===== config.mk =====
export PLATFORM = sky130hd
export DESIGN_NAME = xram_map_dec
export DESIGN_NICKNAME = d
export VERILOG_FILES = /design/src/rtl/xram_map_pkg.sv /design/src/rtl/xram_cfg_reg.sv /design/src/rtl/xram_win_dec.sv /design/src/rtl/xram_bus_gate.sv /design/src/rtl/xram_map_dec.sv
export SDC_FILE = /design/constraint.sdc
export NUM_CORES = 1
export LEC_CHECK = 0
export BUFFER_PORTS_ARGS = -buffer_cell sky130_fd_sc_hd__buf_2
export CAP_MARGIN = 10
export CORE_UTILIZATION = 30
export CTS_CLUSTER_DIAMETER = 60
export CTS_CLUSTER_SIZE = 28
export DETAILED_ROUTE_END_ITERATION = 10
export GPL_TIMING_DRIVEN = 0
export PLACE_DENSITY = 0.74
export SYNTH_ARGS = -nofsm -noshare
export SYNTH_HDL_FRONTEND = slang
export SYNTH_SLANG_ARGS = --single-unit

===== constraint.sdc =====
create_clock -name clk -period 0.9 [get_ports clk]
set_input_delay 0 -clock clk [delete_from_list [all_inputs] [get_ports clk]]
set_output_delay 0 -clock clk [all_outputs]
set_load 0.03 [all_outputs]

===== src/rtl/xram_map_pkg.sv =====
// Package: shared configuration type and the window table of the decoder.
// Assumes a 16-bit bus map; each window is a naturally aligned power-of-two
// block whose base and physical target are fixed by the card layout.
package xram_map_pkg;

    localparam int NWIN      = 6;
    localparam int CART_SPAN = 14;  // cartridge space is the lowest 16K

    typedef struct packed {
        logic main16k;
        logic mirror8k;
        logic charbd;
        logic upper16k;
        logic cart;
    } map_cfg_t;

    typedef enum int {
        WIN_LOW8K   = 0,
        WIN_MAIN16K = 1,
        WIN_CHR_MID = 2,
        WIN_MID8K   = 3,
        WIN_UP16K   = 4,
        WIN_CHR_UP  = 5
    } win_id_t;

    // Bus base address of window i.
    function automatic logic [31:0] win_base(int i);
        case (i)
            WIN_LOW8K:   return 32'h2000;
            WIN_MAIN16K: return 32'h4000;
            WIN_CHR_MID: return 32'h8400;
            WIN_MID8K:   return 32'hA000;
            WIN_UP16K:   return 32'hC000;
            default:     return 32'hC400;
        endcase
    endfunction

    // log2 of the size of window i.
    function automatic int win_span(int i);
        case (i)
            WIN_LOW8K, WIN_MID8K:   return 13;
            WIN_MAIN16K, WIN_UP16K: return 14;
            default:                return 10;
        endcase
    endfunction

    // Physical base of window i.
    function automatic logic [31:0] win_phys(int i);
        case (i)
            WIN_LOW8K, WIN_MID8K: return 32'h6000;
            WIN_MAIN16K:          return 32'h0000;
            WIN_UP16K:            return 32'h4000;
            default:              return 32'h4400;
        endcase
    endfunction

    // Whether window i answers under configuration c.
    function automatic logic win_enabled(int i, map_cfg_t c);
        case (i)
            WIN_LOW8K, WIN_MID8K:     return c.mirror8k & ~c.cart;
            WIN_MAIN16K:              return c.main16k;
            WIN_UP16K:                return c.upper16k;
            default:                  return c.charbd;
        endcase
    endfunction

endpackage


===== src/rtl/xram_cfg_reg.sv =====
// Configuration register: samples switches and cartridge detect each clock.
// Assumes the inputs are already synchronous to clk; clears to all-off on a
// synchronous active-low reset.
module xram_cfg_reg
    import xram_map_pkg::*;
(
    input  logic     clk,
    input  logic     rst_n,
    input  map_cfg_t cfg_d,
    output map_cfg_t cfg_q
);

    // Capture the configuration, or clear it under reset.
    always_ff @(posedge clk) begin
        if (!rst_n) begin
            cfg_q <= '0;
        end else begin
            cfg_q <= cfg_d;
        end
    end

endmodule


===== src/rtl/xram_win_dec.sv =====
// Window decoder: compares the address against every window of the table and
// folds hits onto the physical RAM address. Overlapping windows must agree on
// the physical address they produce, since the hits are OR-combined.
module xram_win_dec
    import xram_map_pkg::*;
#(
    parameter int AW = 16,
    parameter int PW = 15
) (
    input  logic [AW-1:0] addr,
    input  map_cfg_t      cfg,
    output logic          hit,
    output logic [PW-1:0] phys,
    output logic          cart_zone
);

    logic [NWIN-1:0] hit_w;
    logic [PW-1:0]   phys_w [NWIN];

    for (genvar g = 0; g < NWIN; g++) begin : g_win
        localparam int          SPAN  = win_span(g);
        localparam logic [31:0] BASE  = win_base(g);
        localparam logic [31:0] PBASE = win_phys(g);

        // Per-window address match and physical offset.
        always_comb begin
            hit_w[g]  = win_enabled(g, cfg) && (addr[AW-1:SPAN] == BASE[AW-1:SPAN]);
            phys_w[g] = hit_w[g] ? (PBASE[PW-1:0] | PW'(addr[SPAN-1:0])) : '0;
        end
    end

    // Merge the window results.
    always_comb begin
        hit  = |hit_w;
        phys = '0;
        for (int i = 0; i < NWIN; i++) begin
            phys = phys | phys_w[i];
        end
    end

    // Flag the cartridge ROM address space.
    always_comb begin
        cart_zone = (addr[AW-1:CART_SPAN] == '0);
    end

endmodule


===== src/rtl/xram_bus_gate.sv =====
// Bus gating: turns a decoded hit into RAM/ROM selects and masks the strobes
// passed to the rear connector. Assumes rd_n and wr_n are never both low.
module xram_bus_gate (
    input  logic hit,
    input  logic cart_zone,
    input  logic cart,
    input  logic mreq_n,
    input  logic rfsh_n,
    input  logic rd_n,
    input  logic wr_n,
    output logic ram_sel,
    output logic ram_oe,
    output logic ram_we,
    output logic rom_sel,
    output logic rear_mreq_n,
    output logic rear_rfsh_n
);

    logic access;
    logic rom_claim;

    // Recognise a real memory transfer and a cartridge claim.
    always_comb begin
        access    = ~mreq_n & (~rd_n | ~wr_n);
        rom_claim = cart & cart_zone;
    end

    // Drive the selects and enables.
    always_comb begin
        ram_sel = hit & access;
        ram_oe  = ram_sel & ~rd_n;
        ram_we  = ram_sel & ~wr_n & rfsh_n;
        rom_sel = rom_claim & access;
    end

    // Hide claimed cycles from the rear connector.
    always_comb begin
        rear_mreq_n = mreq_n | hit | rom_claim;
        rear_rfsh_n = rfsh_n | rom_claim;
    end

endmodule


===== src/rtl/xram_map_dec.sv =====
// Top of the memory map decoder: a registered switch configuration feeds a
// combinational window decode and bus gating. Assumes all inputs are
// synchronous to clk; reset is synchronous and active low.
module xram_map_dec
    import xram_map_pkg::*;
#(
    parameter int ADDR_W = 16,
    parameter int RAM_W  = 15
) (
    input  logic              clk,
    input  logic              rst_n,
    input  logic [ADDR_W-1:0] addr,
    input  logic              mreq_n,
    input  logic              rfsh_n,
    input  logic              rd_n,
    input  logic              wr_n,
    input  logic              sw_main16k,
    input  logic              sw_mirror8k,
    input  logic              sw_charbd,
    input  logic              sw_upper16k,
    input  logic              cart_present,
    output logic              ram_sel,
    output logic              ram_oe,
    output logic              ram_we,
    output logic [RAM_W-1:0]  ram_addr,
    output logic              rom_sel,
    output logic              rear_mreq_n,
    output logic              rear_rfsh_n
);

    map_cfg_t cfg_d;
    map_cfg_t cfg_q;
    logic     hit;
    logic     cart_zone;

    // Gather the raw configuration inputs.
    always_comb begin
        cfg_d.main16k  = sw_main16k;
        cfg_d.mirror8k = sw_mirror8k;
        cfg_d.charbd   = sw_charbd;
        cfg_d.upper16k = sw_upper16k;
        cfg_d.cart     = cart_present;
    end

    xram_cfg_reg cfg_i (
        .clk   (clk),
        .rst_n (rst_n),
        .cfg_d (cfg_d),
        .cfg_q (cfg_q)
    );

    xram_win_dec #(
        .AW (ADDR_W),
        .PW (RAM_W)
    ) dec_i (
        .addr      (addr),
        .cfg       (cfg_q),
        .hit       (hit),
        .phys      (ram_addr),
        .cart_zone (cart_zone)
    );

    xram_bus_gate gate_i (
        .hit         (hit),
        .cart_zone   (cart_zone),
        .cart        (cfg_q.cart),
        .mreq_n      (mreq_n),
        .rfsh_n      (rfsh_n),
        .rd_n        (rd_n),
        .wr_n        (wr_n),
        .ram_sel     (ram_sel),
        .ram_oe      (ram_oe),
        .ram_we      (ram_we),
        .rom_sel     (rom_sel),
        .rear_mreq_n (rear_mreq_n),
        .rear_rfsh_n (rear_rfsh_n)
    );

endmodule


Yosys cells after proc, flatten, opt, wreduce, memory -nomap -nowiden
Cells that the tools add are included.
{ "word_totals": {"in_bits": 27, "latch_bits": 0, "reg_bits": 5, "memories": 0, "word_cells": 46, "romBits": 0, "output_inout_bits": 21, "mem_bits_rw": 0} }
{ "classes": {"eq_ne": 6, "mul": 0, "n_mux": 6, "magnitude_cmp": 0, "add_sub_neg": 0, "shifts": 0, "n_reduce_logical": 8, "div_mod_pow": 0, "bitwise_logic": 21} }
{ "op_table": {"columns": ["op", "count"], "rows": [
  ["$mux W15", 5],
  ["$or A15 B15 Y15", 5],
  ["$mux W14", 1],
  ["$eq A6 B6 Y1 const B", 2],
  ["$and A1 B1 Y1", 8],
  ["$logic_and A1 B1 Y1", 6],
  ["$reduce_or A6 Y1", 1],
  ["$not A1 Y1", 4],
  ["$or A1 B1 Y1", 4],
  ["$eq A3 B1 Y1 const B", 1],
  ["$eq A3 B3 Y1 const B", 1],
  ["$eq A2 B1 Y1 const B", 1],
  ["$eq A2 B2 Y1 const B", 1],
  ["$logic_not A2 Y1", 1]
]} }

Longest topological paths before layout
Gate-level depths: netlist (run 1).
{ "logic_depth": {"depth_word": 9, "mapped_depth": 4, "ltp_nobuf": 3} }

Modules after synthesis
Synthesis (run 1) repeated with hierarchy kept, for this count alone.
{ "hier_totals": {"hier_cells": 48, "area_unflattened_um2": 432.9} }
{ "by_module_without_submodules": {"columns": ["mod", "area_each_um2", "seq_area_each_um2", "n_inst", "cells_each"], "rows": [
  ["xram_win_dec", 241.5, 0.0, 1, 29],
  ["xram_cfg_reg", 131.4, 100.1, 1, 10],
  ["xram_bus_gate", 60.1, 0.0, 1, 9]
]} }

Worst setup path before layout (run 1)
Ideal clock, no wire load.
{ "synth_timing": {"path_type": "register to output", "startpoint": "register cfg_i.cfg_q[2] (netlist name)", "endpoint": "output ram_oe", "stages_incl_launch_ff": 4, "path_buffers": 0, "t_arrival_ns": 1.491, "required_time_ns": 0.900, "setup_slack_ns": -0.591, "path_cell_list": "dfxtp_1 nand4bb_1 o31a_1 a211oi_1"} }
{ "synth_via": {"elab_chain_cells": 4} }
{ "synth_lines": {"columns": ["element", "line_no", "rtl"], "rows": [
  ["$logic_and A1 B1 Y1", "xram_win_dec.sv:27", "hit_w[g] = win_enabled(g, cfg) && (addr[AW-1:SPAN] == BASE[AW-1:SPAN]);"],
  ["$reduce_or A6 Y1 *", "xram_win_dec.sv:34", "hit = |hit_w;"],
  ["$and A1 B1 Y1 *", "xram_bus_gate.sv:30", "ram_sel = hit & access;"],
  ["$and A1 B1 Y1 *", "xram_bus_gate.sv:31", "ram_oe = ram_sel & ~rd_n;"],
  ["to (decl)", "xram_map_dec.sv:23", "output logic ram_oe,"]
]} }
Every way passes the cells marked *; elsewhere a longest branch is shown, timed or not.

Final worst setup path (run 1)
{ "layout_timing": {"startpoint": "register cfg_i.cfg_q[2] (netlist name)", "endpoint": "output ram_oe"} }
{ "layout_via": {"elab_chain_cells": 4} }
{ "layout_lines": {"columns": ["element", "line_no"], "rows": [
  ["$logic_and A1 B1 Y1", "xram_win_dec.sv:27"],
  ["$reduce_or A6 Y1 *", "xram_win_dec.sv:34"],
  ["$and A1 B1 Y1 *", "xram_bus_gate.sv:30"],
  ["$and A1 B1 Y1 *", "xram_bus_gate.sv:31"]
]} }
Marked as above.

==> impl_metrics.py, run 1 <==
metrics = {
    "cells_and_area": {
        "final_net_count": 135,
        "mostFrequentLayoutCells": "26 x buf_2, 18 x buf_4, 9 x buf_6",
        "final_common_cell": "buf_2",
        "syn_to_final_growth_pct": 132,
        "drive_gt1_frac": 0.757,
        "antenna_cells": 0,
        "fillers": 90,
        "largest_reg_flops": 5,
        "reg_top3": "cfg_i.cfg_q (5)",
        "largest_register": "cfg_i.cfg_q",
    },
    "worst_setup_path": {
        "critical-path-top-delay-family": "compound AO/OA/AOI/OAI gates",
        "max_stage_delay_ns": 0.33,
        "cp_cell_sequence": "nand4bb_1 > o31a_1 > buf_4 > a211oi_2 > buf_4",
        "arrival_ns": 1.52,
        "crit_top_cell": "buf_4",
        "end_kind": "primary output",
        "slowest_stage": "o31a_1",
        "worstSetupPathType": "reg -> out",
        "required_ns": 0.90,
        "cp-start-kind": "flop",
        "path_buf_inv": 2,
        "crit_fanout": 4,
    },
    "sta": {
        "final_hold_viol_count": 0,
        "rsz0062_at_grt": "yes",
        "timing.final.ws_setup_ns": -0.617,
        "drv_slew": 0,
        "max_slew_margin": 0.794,
        "worst_pin_slew_ns": 0.309,
        "hold_slack_ns": 0.0113,
        "fin_crit_sh": 1.69,
        "setup_violations": 21,
        "period_needed_ns": 1.52,
        "fmax_mhz": 659,
    },
    "cts": {
        "numClockSinks": 5,
        "cts-root-buf": "clkbuf_4",
        "numCtsBuffers": 3,
        "htreeDepth": 1,
        "cts_tree": "yes",
        "cts.clk_slew.worst_paths_ns": 0.04,
        "clockBufferDepth": 2,
    },
    "status": {
        "violations": "setup timing",
        "status": "complete, but fails checks",
    },
    "power": {
        "irDropWorstVdd_mv": 0.779,
        "p_leak_uw": 0.000496,
        "totalPowerFinal_uw": 919,
        "pwr_density_cell_nw_per_um2": 879,
    },
    "floorplan": {
        "floorplan.die.height_um": 40.8,
        "die_w_um": 40.8,
        "start_util": 0.334,
        "core_area_um2": 1350,
        "io_pins": 48,
        "fp.dieArea_um2": 1660,
        "floorplan.rows": 13,
    },
    "synth": {
        "synthFlopType": "dfxtp_1",
        "synth_area_um2": 450,
        "syn-num-nets": 71,
        "synth_edf_count": 0,
        "ys_seq_elements": 5,
        "avgSynthCellArea_um2": 10.2,
        "synth_top_area_cell": "dfxtp_1",
        "synth_cell_type_count": 22,
        "synthCells": 44,
        "yosysTopAreaCellShare": 0.222,
        "synth.area.top_cells": "dfxtp_1 22%, a21boi_2 18%, a21boi_0 12%",
        "synth-warning-count": 0,
        "synthArstFlopShare": 0,
        "seq_area_frac_synth": 0.222,
    },
    "grt": {
        "grt-ovfl-total": 0,
        "grt_usage": 0.168,
        "first_global_vias": 474,
        "grt_first_pass_wirelength_um": 1780,
        "antenna_found_initial": 0,
        "grt_max_degree": 11,
    },
    "hold_path": {
        "min_path_type": "in -> reg",
    },
    "route": {
        "met1Wirelength_um": 440,
        "routed_wirelength_um": 1390,
        "drc": 0,
        "vias": 577,
        "drt_iter0_drc": 1,
        "wl_met2_um": 795,
        "viasPerCell": 4.73,
        "top_layer": "met4",
        "drtPass1Iterations": 2,
        "wl_per_cell_um": 11.4,
        "wl_met3_um": 150,
        "antenna_left": 0,
    },
    "placement": {
        "globalplace.congestion": 0.667,
        "numPortBuffers": 47,
        "hpwl_um": 1040,
    },
    "job": {
        "cap_violations": 0,
    },
}
## worst paths after layout
check      startpoint  depth (start not counted)        endpoint
min             rst_n                          2  cfg_i.cfg_q[0]
max    cfg_i.cfg_q[2]                          5          ram_oe
## synthesized netlist by cell type (all sizes together) (2+ instances only)
cell type / number
dfxtp: 5
and2: 5
a21boi: 14
nor2: 2
buf: 2
nand3: 2
a21oi: 2
## power by group
part           leakage [uW]  internal (uW)  switching, uW  total [uW]
clock network     0.0000150            168           91.7         259
registers         0.0000419            235           5.58         241
logic              0.000439            216            202         419
## routing by layer
metal / GRT usage / up-vias
met1: 0.130 / 257
li1: - / 286
met2: 0.349 / 30
met4: 0.100 / 0
met5: 0 / -
met3: 0.0489 / 4
## cell type report
| class | instances | area [um2] | share of cell area |
|---|---|---|---|
| plain buffers | 2 | 35.0 | 0.0335 |
| multi-input cells | 36 | 418 | 0.400 |
| clock buffers | 4 | 26.3 | 0.0251 |
| inverters | 1 | 3.75 | 0.00359 |
| repair buffers | 59 | 442 | 0.423 |
| flip-flops and latches | 5 | 101 | 0.0970 |
| well taps | 15 | 18.8 | 0.0180 |
## kinds of logic after synthesis
group / share of synthesized area
AOI/OAI and AO/OA: 0.431
buffers and inverters: 0.0778
DFF: 0.222
and+or+nand+nor: 0.269
## timing repair
action / 4_1_cts / 5_1_grt
endpoints found under the hold margin: 5 / 0
hold buffers: 5 / 0
pin swaps: 4 / 1
buffers inserted: 4 / 2
resized for setup: 34 / 4
setup endpoints to repair: 21 / 21
cloned: 0 / 1
## metrics by stage
step / setup slack (ns) / setup TNS, ns / util / cells / instance area (um2)
detailed placement: -0.433 / -6.79 / 0.576 / 106 / 777
finish: -0.617 / -11.11 / 0.774 / 122 / 1040
global route: -0.719 / -12.96 / 0.774 / 122 / 1040
CTS: -0.642 / -11.51 / 0.734 / 119 / 991
floorplan: -0.328 / -4.97 / - / 44 / 523
global placement: -0.394 / -6.16 / 0.576 / 106 / 777
Power figures use the tool's default switching activity.
==> run 2: changes to the inputs <==
--- a/config.mk
+++ b/config.mk
@@ -7,12 +7,13 @@
 export LEC_CHECK = 0
 export BUFFER_PORTS_ARGS = -buffer_cell sky130_fd_sc_hd__buf_2
 export CAP_MARGIN = 10
-export CORE_UTILIZATION = 30
+export CORE_UTILIZATION = 31
+export CTS_BUF_LIST = sky130_fd_sc_hd__clkbuf_2
 export CTS_CLUSTER_DIAMETER = 60
 export CTS_CLUSTER_SIZE = 28
 export DETAILED_ROUTE_END_ITERATION = 10
 export GPL_TIMING_DRIVEN = 0
-export PLACE_DENSITY = 0.74
+export PLACE_DENSITY = 0.76
 export SYNTH_ARGS = -nofsm -noshare
 export SYNTH_HDL_FRONTEND = slang
 export SYNTH_SLANG_ARGS = --single-unit
==> run 2 against run 1 <==
  * The flow still finishes with violations (setup timing)
  * Core utilization up 8.5 points
  * Worst hold slack better by 0.023 ns
  * Critical path depth up 1
  * Non-clock buffer count up 2
  * Wire length up 26%
  * Maximum frequency up 1.9%
  * Final cell count up 1.6%
  * Flip-flop and latch count unchanged
  * First-iteration DRC count rose to 3.0 times the previous value
  * Count of clock-buffer cells in the layout unchanged
  * Sequential power about the same
  * Clock power down 19%
  * Critical path type unchanged
==> impl_metrics.py, run 2 (synthesized netlist as in run 1, its figures left out) <==
metrics = {
    "cts": {
        "htreeDepth": 1,
        "clockBufferDepth": 2,
        "cts-root-buf": "clkbuf_2",
        "numClockSinks": 5,
        "cts.clk_slew.worst_paths_ns": 0.06,
        "cts_tree": "yes",
        "numCtsBuffers": 3,
    },
    "worst_setup_path": {
        "crit_fanout": 5,
        "required_ns": 0.90,
        "worstSetupPathType": "reg -> out",
        "end_kind": "primary output",
        "arrival_ns": 1.49,
        "cp-start-kind": "flop",
    },
    "grt": {
        "grt-ovfl-total": 0,
        "antenna_found_initial": 0,
        "grt_max_degree": 11,
        "first_global_vias": 564,
        "grt_usage": 0.216,
        "grt_first_pass_wirelength_um": 2180,
    },
    "power": {
        "comb_power_share": 0.510,
        "power.internal_uw": 598,
        "irDropWorstVdd_mv": 0.702,
        "pwr-share-seq": 0.261,
        "pwr_density_cell_nw_per_um2": 799,
        "sw_frac_of_total": 0.346,
        "p_sw_uw": 317,
        "totalPowerFinal_uw": 915,
        "p_leak_uw": 0.000539,
        "clock_power_share": 0.229,
    },
    "sta": {
        "worst_pin_slew_ns": 0.325,
        "final_hold_viol_count": 0,
        "max_slew_margin": 0.783,
        "timing.final.ws_setup_ns": -0.588,
        "hold_slack_ns": 0.0342,
        "fin_setup_tns_ns": -10.62,
        "fin_crit_sh": 1.65,
        "period_needed_ns": 1.49,
        "drv_slew": 0,
        "setup_violations": 21,
        "rsz0062_at_grt": "yes",
        "fmax_mhz": 672,
    },
    "cells_and_area": {
        "syn_to_final_growth_pct": 154,
        "reg_top3": "cfg_i.cfg_q (5)",
        "final_net_count": 137,
        "seqCellArea_um2": 101,
        "largest_reg_flops": 5,
        "mostFrequentLayoutCells": "26 x buf_2, 24 x buf_6, 7 x a21boi_2, 6 x a21boi_4",
        "final_common_cell": "buf_2",
        "antenna_cells": 0,
        "largest_register": "cfg_i.cfg_q",
        "fillers": 72,
        "postLayoutCoreUtil": 0.859,
        "multi_input_area_um2": 429,
        "drive_gt1_frac": 0.798,
    },
    "floorplan": {
        "core_area_um2": 1330,
        "io_pins": 48,
        "start_util": 0.338,
        "fp.dieArea_um2": 1610,
        "floorplan.rows": 13,
        "die_w_um": 40.1,
        "floorplan.die.height_um": 40.1,
    },
    "route": {
        "routed_wirelength_um": 1760,
        "drc": 0,
        "drtPass1Iterations": 3,
        "viasPerCell": 4.80,
        "wl_per_cell_um": 14.2,
        "antenna_left": 0,
        "drt_iter0_drc": 3,
        "vias": 595,
    },
    "hold_path": {
        "min_path_type": "in -> reg",
    },
    "status": {
        "violations": "setup timing",
        "status": "complete, but fails checks",
    },
    "placement": {
        "globalplace.congestion": 0.658,
        "numPortBuffers": 47,
        "hpwl_um": 974,
    },
    "job": {
        "cap_violations": 0,
    },
}
[run 2: area by class of cell]
| type | instances | area share |
|---|---|---|
| clock buffer | 4 | 0.0175 |
| tap | 15 | 0.0164 |
| inverter | 1 | 0.00328 |
| timing repair buffer | 61 | 0.465 |
| sequential | 5 | 0.0884 |
| buffer | 2 | 0.0349 |
| multi-input combinational | 36 | 0.374 |
[run 2: what timing repair did]
| item | in CTS | in global routing |
|---|---|---|
| buffers inserted | 6 | 1 |
| cloned | 1 | 1 |
| hold buffers | 5 | 0 |
| gates resized for setup | 55 | 3 |
| hold endpoints to repair | 5 | 0 |
| endpoints found under the setup margin | 21 | 21 |
| pin swaps | 18 | 2 |
[run 2: final timing paths]
kind / startpoint / end / slack, ns / depth (start not counted)
max: cfg_i.cfg_q[2] / ram_addr[4] / -0.59 / 6
min: rst_n / cfg_i.cfg_q[0] / 0.03 / 2
[run 2: critical path, cell delays in order (launching register included)]
cell and delay [ns]:
dfxtp_1 0.30, nand4bb_1 0.10, o31a_1 0.30, buf_6 0.15
buf_12 0.14, a21boi_4 0.13, buf_6 0.15
[run 2: per-layer routing]
metal,vias up,track usage,wire length (um)
met5,-,0,0
met4,0,0.155,8
met3,2,0.0333,95
met2,29,0.448,1080
met1,273,0.175,568
li1,291,-,-
[run 2: stage by stage]
stage	instances	setup slack (ns)	instance area (um2)
after floorplan	44	-0.328	523
after global placement	106	-0.389	777
after detailed placement	106	-0.411	777
after CTS	122	-0.607	1100
after global routing	124	-0.691	1150
final	124	-0.588	1150
[run 2: power groups by stage]
| stage | Sequential, uW | Clock (uW) | Combinational (uW) |
|---|---|---|---|
| CTS | 239 | 221 | 441 |
| global route | 239 | 254 | 491 |
| detailed placement | 243 | 0 | 324 |
| floorplan | 242 | 0 | 214 |
| global placement | 243 | 0 | 319 |
| finish | 239 | 210 | 467 |
